**src/rtl/adcseq_pkg.sv**
```systemverilog
package adcseq_pkg;
   localparam int unsigned SQ_IDX_W_DEF = 4;

   typedef enum logic [1:0] {
      SQ_IDLE = 2'd0,
      SQ_REQ  = 2'd1,
      SQ_WAIT = 2'd2
   } sq_state_e;
endpackage

```
**src/rtl/adcseq_cfg_hold.sv**
```systemverilog
module adcseq_cfg_hold #(
   parameter int unsigned IDX_W        = 4,
   parameter bit          HAS_SEQ_MODE = 1'b1
) (
   input  logic             clk,
   input  logic             rst_n,
   input  logic             load_i,
   input  logic             seq_en_i,
   input  logic [IDX_W-1:0] len_i,
   input  logic             cont_i,
   output logic [IDX_W-1:0] last_o,
   output logic             cont_o
);
   logic [IDX_W-1:0] eff_last;
   logic [IDX_W-1:0] last_q;
   logic             cont_q;

   generate
      if (HAS_SEQ_MODE) begin : g_seq_gate
         // disabled sequence mode collapses the pass to slot 0
         assign eff_last = seq_en_i ? len_i : '0;
      end else begin : g_len_only
         assign eff_last = len_i;
      end
   endgenerate

   always_ff @(posedge clk or negedge rst_n) begin
      if (!rst_n) begin
         last_q <= '0;
         cont_q <= 1'b0;
      end else if (load_i) begin
         last_q <= eff_last;
         cont_q <= cont_i;
      end
   end

   assign last_o = last_q;
   assign cont_o = cont_q;
endmodule

```
**src/rtl/adcseq_slot_ctr.sv**
```systemverilog
module adcseq_slot_ctr #(
   parameter int unsigned IDX_W = 4
) (
   input  logic             clk,
   input  logic             rst_n,
   input  logic             clear_i,
   input  logic             step_i,
   input  logic [IDX_W-1:0] last_i,
   output logic [IDX_W-1:0] idx_o,
   output logic             at_last_o
);
   logic [IDX_W-1:0] idx_q;

   always_ff @(posedge clk or negedge rst_n) begin
      if (!rst_n) begin
         idx_q <= '0;
      end else if (clear_i) begin
         idx_q <= '0;
      end else if (step_i) begin
         idx_q <= idx_q + IDX_W'(1);
      end
   end

   assign idx_o     = idx_q;
   assign at_last_o = (idx_q == last_i);
endmodule

```
**src/rtl/adcseq_fsm.sv**
```systemverilog
module adcseq_fsm
   import adcseq_pkg::*;
(
   input  logic clk,
   input  logic rst_n,
   input  logic start_i,
   input  logic stop_i,
   input  logic done_i,
   input  logic at_last_i,
   input  logic cont_i,
   output logic load_o,
   output logic clear_o,
   output logic step_o,
   output logic req_o,
   output logic busy_o,
   output logic eos_o
);
   sq_state_e state_q, state_d;
   logic      stop_pend_q;
   logic      stop_now;

   assign stop_now = stop_pend_q | stop_i;

   always_comb begin
      state_d = state_q;
      load_o  = 1'b0;
      clear_o = 1'b0;
      step_o  = 1'b0;
      eos_o   = 1'b0;
      case (state_q)
         SQ_IDLE: begin
            if (start_i) begin
               load_o  = 1'b1;
               clear_o = 1'b1;
               state_d = SQ_REQ;
            end
         end
         SQ_REQ: begin
            state_d = SQ_WAIT;
         end
         SQ_WAIT: begin
            if (done_i) begin
               if (stop_now) begin
                  state_d = SQ_IDLE;
               end else if (at_last_i) begin
                  eos_o = 1'b1;
                  if (cont_i) begin
                     clear_o = 1'b1;
                     state_d = SQ_REQ;
                  end else begin
                     state_d = SQ_IDLE;
                  end
               end else begin
                  step_o  = 1'b1;
                  state_d = SQ_REQ;
               end
            end
         end
         default: state_d = SQ_IDLE;
      endcase
   end

   always_ff @(posedge clk or negedge rst_n) begin
      if (!rst_n) begin
         state_q     <= SQ_IDLE;
         stop_pend_q <= 1'b0;
      end else begin
         state_q <= state_d;
         if (state_q == SQ_IDLE) begin
            stop_pend_q <= 1'b0;
         end else if (stop_i) begin
            stop_pend_q <= 1'b1;
         end
      end
   end

   assign req_o  = (state_q == SQ_REQ);
   assign busy_o = (state_q != SQ_IDLE);
endmodule

```
**src/rtl/adc_seq_ctrl.sv**
```systemverilog
module adc_seq_ctrl #(
   parameter int unsigned IDX_W        = adcseq_pkg::SQ_IDX_W_DEF,
   parameter bit          HAS_SEQ_MODE = 1'b1
) (
   input  logic             clk,
   input  logic             rst_n,
   input  logic             cfg_seq_en,
   input  logic [IDX_W-1:0] cfg_len,
   input  logic             cfg_cont,
   input  logic             start_i,
   input  logic             stop_i,
   input  logic             conv_done_i,
   output logic [IDX_W-1:0] slot_o,
   output logic             conv_req_o,
   output logic             busy_o,
   output logic             eos_o
);
   localparam int unsigned SLOT_CNT = 1 << IDX_W;

   generate
      if (IDX_W < 1 || IDX_W > 6) begin : g_bad_width
         $error("adc_seq_ctrl: IDX_W must lie in 1..6");
      end
      if (SLOT_CNT < 2) begin : g_bad_count
         $error("adc_seq_ctrl: at least two slots required");
      end
   endgenerate

   logic             load;
   logic             clear;
   logic             step;
   logic             at_last;
   logic             cont_held;
   logic [IDX_W-1:0] last_held;

   adcseq_cfg_hold #(
      .IDX_W       (IDX_W),
      .HAS_SEQ_MODE(HAS_SEQ_MODE)
   ) u_cfg (
      .clk     (clk),
      .rst_n   (rst_n),
      .load_i  (load),
      .seq_en_i(cfg_seq_en),
      .len_i   (cfg_len),
      .cont_i  (cfg_cont),
      .last_o  (last_held),
      .cont_o  (cont_held)
   );

   adcseq_slot_ctr #(
      .IDX_W(IDX_W)
   ) u_ctr (
      .clk      (clk),
      .rst_n    (rst_n),
      .clear_i  (clear),
      .step_i   (step),
      .last_i   (last_held),
      .idx_o    (slot_o),
      .at_last_o(at_last)
   );

   adcseq_fsm u_fsm (
      .clk      (clk),
      .rst_n    (rst_n),
      .start_i  (start_i),
      .stop_i   (stop_i),
      .done_i   (conv_done_i),
      .at_last_i(at_last),
      .cont_i   (cont_held),
      .load_o   (load),
      .clear_o  (clear),
      .step_o   (step),
      .req_o    (conv_req_o),
      .busy_o   (busy_o),
      .eos_o    (eos_o)
   );
endmodule

```
**config.mk**
```make
export PLATFORM = sky130hd
export DESIGN_NAME = adc_seq_ctrl
export DESIGN_NICKNAME = d
export VERILOG_FILES = /design/src/rtl/adcseq_pkg.sv /design/src/rtl/adcseq_cfg_hold.sv /design/src/rtl/adcseq_slot_ctr.sv /design/src/rtl/adcseq_fsm.sv /design/src/rtl/adc_seq_ctrl.sv
export SDC_FILE = /design/constraint.sdc
export NUM_CORES = 1
export LEC_CHECK = 0
export ABC_AREA = 1
export BUFFER_PORTS_ARGS = -buffer_cell sky130_fd_sc_hd__buf_2
export CAP_MARGIN = 10
export CORE_MARGIN = 1.5
export CORE_UTILIZATION = 45
export DETAILED_ROUTE_END_ITERATION = 6
export PLACE_DENSITY = 0.77
export SLEW_MARGIN = 10
export SYNTH_ARGS = -nofsm -noshare
export SYNTH_HDL_FRONTEND = slang
export SYNTH_SLANG_ARGS = --single-unit
```
**constraint.sdc**
```tcl
create_clock -name clk -period 1.5 [get_ports clk]
set_clock_uncertainty 0.05 [all_clocks]
set_input_delay 0.3 -clock clk [delete_from_list [all_inputs] [get_ports clk]]
set_output_delay 0.3 -clock clk [all_outputs]
set_load 0.1 [all_outputs]
```
# Word-level counts from Yosys, hierarchy flattened
# Index checks and enable logic that the tools add are counted.
# classes
bitwise_logic	1
n_mux	26
add_sub_neg	1
eq_ne	5
n_reduce_logical	5
# ops
op	n
$mux 1	18
$mux 4	3
$mux 2	3
$pmux 2 s3	1
$reduce_bool 2->1	3
$add 4x1->4 const B	1
$eq 4x4->1	1
$ne 2x2->1 const B	2
$eq 2x1->1 const B	1
$eq 2x2->1 const B	1
$logic_not 2->1	1
$pmux 1 s2	1
$reduce_and 2->1	1
$or 1x1->1	1
# word_totals
reg_bits	12

# Longest topological paths before layout
# depth
word_depth	7
ltp_mapped	10
depth_no_buf	10

# Modules after synthesis
# From an unflattened synthesis, not the netlist that was laid out.
# hier_totals
hier_cells	82
area_unflattened_um2	643.1
# by_module_without_submodules
mod	area_each_um2	cells_per_inst	instances
adcseq_slot_ctr	247.7	31	1
adcseq_fsm	205.2	30	1
adcseq_cfg_hold	190.2	21	1

# Worst setup path before layout
# OpenSTA, ideal clock, no wires.
# synth_timing
kind	reg2out
start	register u_ctr.idx_q[1] (netlist: u_ctr.idx_o[1])
end	output port eos_o
path_slack_ps	-937
path_stages_with_launch	7
arrival_time_ps	2087
path_cell_list	dfrtp_1 > inv_1 > nand2_1 > nand2_1 > nor2_4 > nand3_4 > inv_1
# synth_between
elab_chain_len	5
# synth_lines
item	line	source
start: declaration	adcseq_slot_ctr.sv:12	logic [IDX_W-1:0] idx_q;
start signal: assignment	adcseq_slot_ctr.sv:20	idx_q <= idx_q + IDX_W'(1);
$eq 4x4->1	adcseq_slot_ctr.sv:25	assign at_last_o = (idx_q == last_i);
$mux 1	adcseq_fsm.sv:45	end else if (at_last_i) begin
$mux 1	adcseq_fsm.sv:43	if (stop_now) begin
$mux 1	adcseq_fsm.sv:42	if (done_i) begin
$mux 1	adcseq_fsm.sv:30	case (state_q)
end: declaration	adc_seq_ctrl.sv:16	output logic eos_o
# Every way passes these cells.

# Worst setup path in the final report
# layout_timing
start	register u_ctr.idx_q[3] (netlist: u_ctr.idx_o[3])
end	output port eos_o
# The elaborated chain is that of the path after synthesis.

==> results_dict.tcl <==
set metrics [dict create \
    cts_sinks 12 \
    placed_cells 130 \
    slew_headroom_pct 81.32 \
    critPathArrivalTime_ns 1.45 \
    routed_via_density 4.930 \
    postSynthNetCount 102 \
    dieArea_um2 1827 \
    synth_top_cell_by_area "dfrtp_1" \
    drive_gt1_share_pct 57.14 \
    vias 700 \
    cts_buffers 3 \
    slowest_stage "dfrtp_4" \
    gp_congestion 0.7862 \
    synth_most_common_cell "nand2_1" \
    synthArstFlopShare_pct 100.0 \
    syn_avg_cell_area_um2 7.896 \
    dr.pass1.iters 4 \
    wl_per_cell_um 12.94 \
    nets 139 \
    worst_pin_slew_ns 0.2802 \
    drv_cap 0 \
    root_buffer "clkbuf_4" \
    total_power_mw 2.266 \
    route.detailed.drc 0 \
    num_io_pins 18 \
    regArea_um2 315.3 \
    violations "negative setup slack" \
    rsz0062_at_grt "yes" \
    synth_cell_types 17 \
    crit_path_start_kind "flip-flop" \
    clk_path_buf_depth 2 \
    die_y_um 42.74 \
    synth_edf_count 0 \
    finalSetupViolCount 4 \
    grt.total_usage_pct 21.55 \
    coreArea_um2 1489 \
    path_clk_slew_ns 0.08 \
    post-route-util_pct 77.31 \
    final-hold-violation-count 0 \
    grt_max_degree 13 \
    synth_area_um2 710.7 \
    numPortBuffers 17 \
    pwr_density_cell_nw_per_um2 1969 \
    post_synth_inst_count 90 \
    synth.area.top_cells "dfrtp_1 (42%), nand2_1 (13%), nor2_4 (6.3%)" \
    fillerInstances 98 \
    routed_wl_um 1838 \
    die_x_um 42.74 \
    grt_pass1_vias 708 \
    antenna_found_initial 0 \
    synth-seq-area-share_pct 42.25 \
    grt-ovfl-total 0 \
    cp_max_fo 3 \
    min_path_type "input port to flip-flop" \
    synth_common_cells "nand2_1 (25), dfrtp_1 (12), inv_1 (11)" \
    final_cells 142 \
    cts_tree "yes" \
    initial_utilization_pct 47.73 \
    syn2layout_area_growth_pct 61.97 \
    dp_hpwl_um 1181 \
    row_count 14 \
    cp-end-kind "primary output" \
    final_area_um2 1151 \
    ys_ff_latch 12 \
    period_share_pct 119.8 \
    ys_warn_count 0 \
    p_leak_nw 0.5882 \
    multi_input_comb_area_um2 391.6 \
    worst_path_largest_cell_delay_ns 0.51 \
    min_period_ns 1.797 \
    timing.critical_path.cells "nand2_2 -> nand2_2 -> nor2_4 -> nand3_4 -> clkinvlp_4 -> buf_12" \
    fin_setup_tns_ns -0.3825 \
    fmax_ghz 0.5564 \
    path_class "flip-flop to primary output" \
    synth_top_flop_cell "dfrtp_1" \
    ant_nets 0 \
    crit_path_frequent_cell "nand2_2" \
    clock_latency_ns 0.29 \
    place_area_um2 1002 \
    maxSlewViolCount 0 \
    grt_pass1_wl_um 2884 \
    drt_iter0_markers 19 \
    peakVddDrop_v 0.001584 \
    status "complete, but fails checks" \
    h-tree-depth 1 \
    worst_slack_ns -0.2973 \
    diodes 0 \
    yosys.area.top_type_share_pct 42.25 \
    worst_ep_required_time_ns 1.15 \
]
-- cells in the final DEF, fill, tap and decap left out, drive strengths merged --
cell and n:
a21oi 1, buf 31, clkbuf 4, clkinv 1
clkinvlp 1, dfrtp 12, dlygate4sd3 1, ha 1
inv 15, nand2 30, nand3 9, nand4 2
nor2 11, nor3 1, o21ai 6
-- final cells by class --
cell class	count	share of cell area, %
Sequential cell	12	27.39
Inverter	17	6.196
Tap cell	16	1.739
Timing Repair Buffer	32	27.50
Multi-Input combinational cell	61	34.02
Clock buffer	4	3.152
-- what timing repair did --
item / 4_1_cts / 5_1_grt
endpoints found under the setup margin: 3 / 9
hold buffers: 1 / 0
gates resized for setup: 9 / 9
pin swaps: 4 / 7
hold endpoints to repair: 12 / 0
setup buffers: 5 / 4
-- report_power, final --
group	switching [mW]	leakage [nW]	internal [mW]	total, mW
clock	0.129	0.0210	0.148	0.277
sequential	0.0808	0.151	0.434	0.514
combinational	0.917	0.416	0.557	1.47
total	1.13	0.588	1.14	2.27
-- through the flow --
| step | hold slack (ns) | worst slack, ns |
|---|---|---|
| global route | 0.2045 | -0.3417 |
| global placement | 0.1385 | 0.02636 |
| CTS | 0.1682 | -0.2682 |
| finish | 0.1786 | -0.2973 |
| floorplan | -0.04559 | -0.2492 |
| detailed placement | 0.1439 | 0.01301 |
-- kinds of logic after synthesis --
family,count (synthesis),synth area share (%)
buffers and inverters,17,9.155
AO/OA/AOI/OAI,7,4.929
adder cells (fa/ha/maj),1,1.760
flip-flops,12,42.25
AND/OR/NAND/NOR,53,41.90
-- path summary, 6_finish.rpt --
kind                           startpoint        endpoint  slack, ns  cells after the start
max                        u_ctr.idx_o[3]           eos_o      -0.30                      6
min                              cfg_cont    u_cfg.cont_o       0.18                      3
max reg2reg                u_ctr.idx_o[3]  u_ctr.idx_o[2]       0.05                      9
min reg2reg                  u_cfg.cont_o    u_cfg.cont_o       0.53                      2
max in group asynchronous           rst_n  u_ctr.idx_o[2]       0.78                      2
min in group asynchronous           rst_n  u_ctr.idx_o[1]       0.38                      2
-- registers in the layout, indices dropped and copies added (netlist names) --
signal	flops
u_ctr.idx_o	4
u_fsm.stop_pend_q	1
u_fsm.state_q	2
u_cfg.last_o	4
u_cfg.cont_o	1
-- critical path: cells and delay by family (launching register included) --
family	cells	cell delay, ns
flops	1	0.51
simple gates	4	0.39
buf+inv	2	0.25
-- routing by layer --
metal	vias to the layer above	part of all wire [%]	track usage [%]
met4	0	1.7	10.63
met3	2	4.0	3.830
met2	20	55	36.67
met1	326	39	25.82
li1	352	-	-
met5	-	0	0
Power figures use the tool's default switching activity.
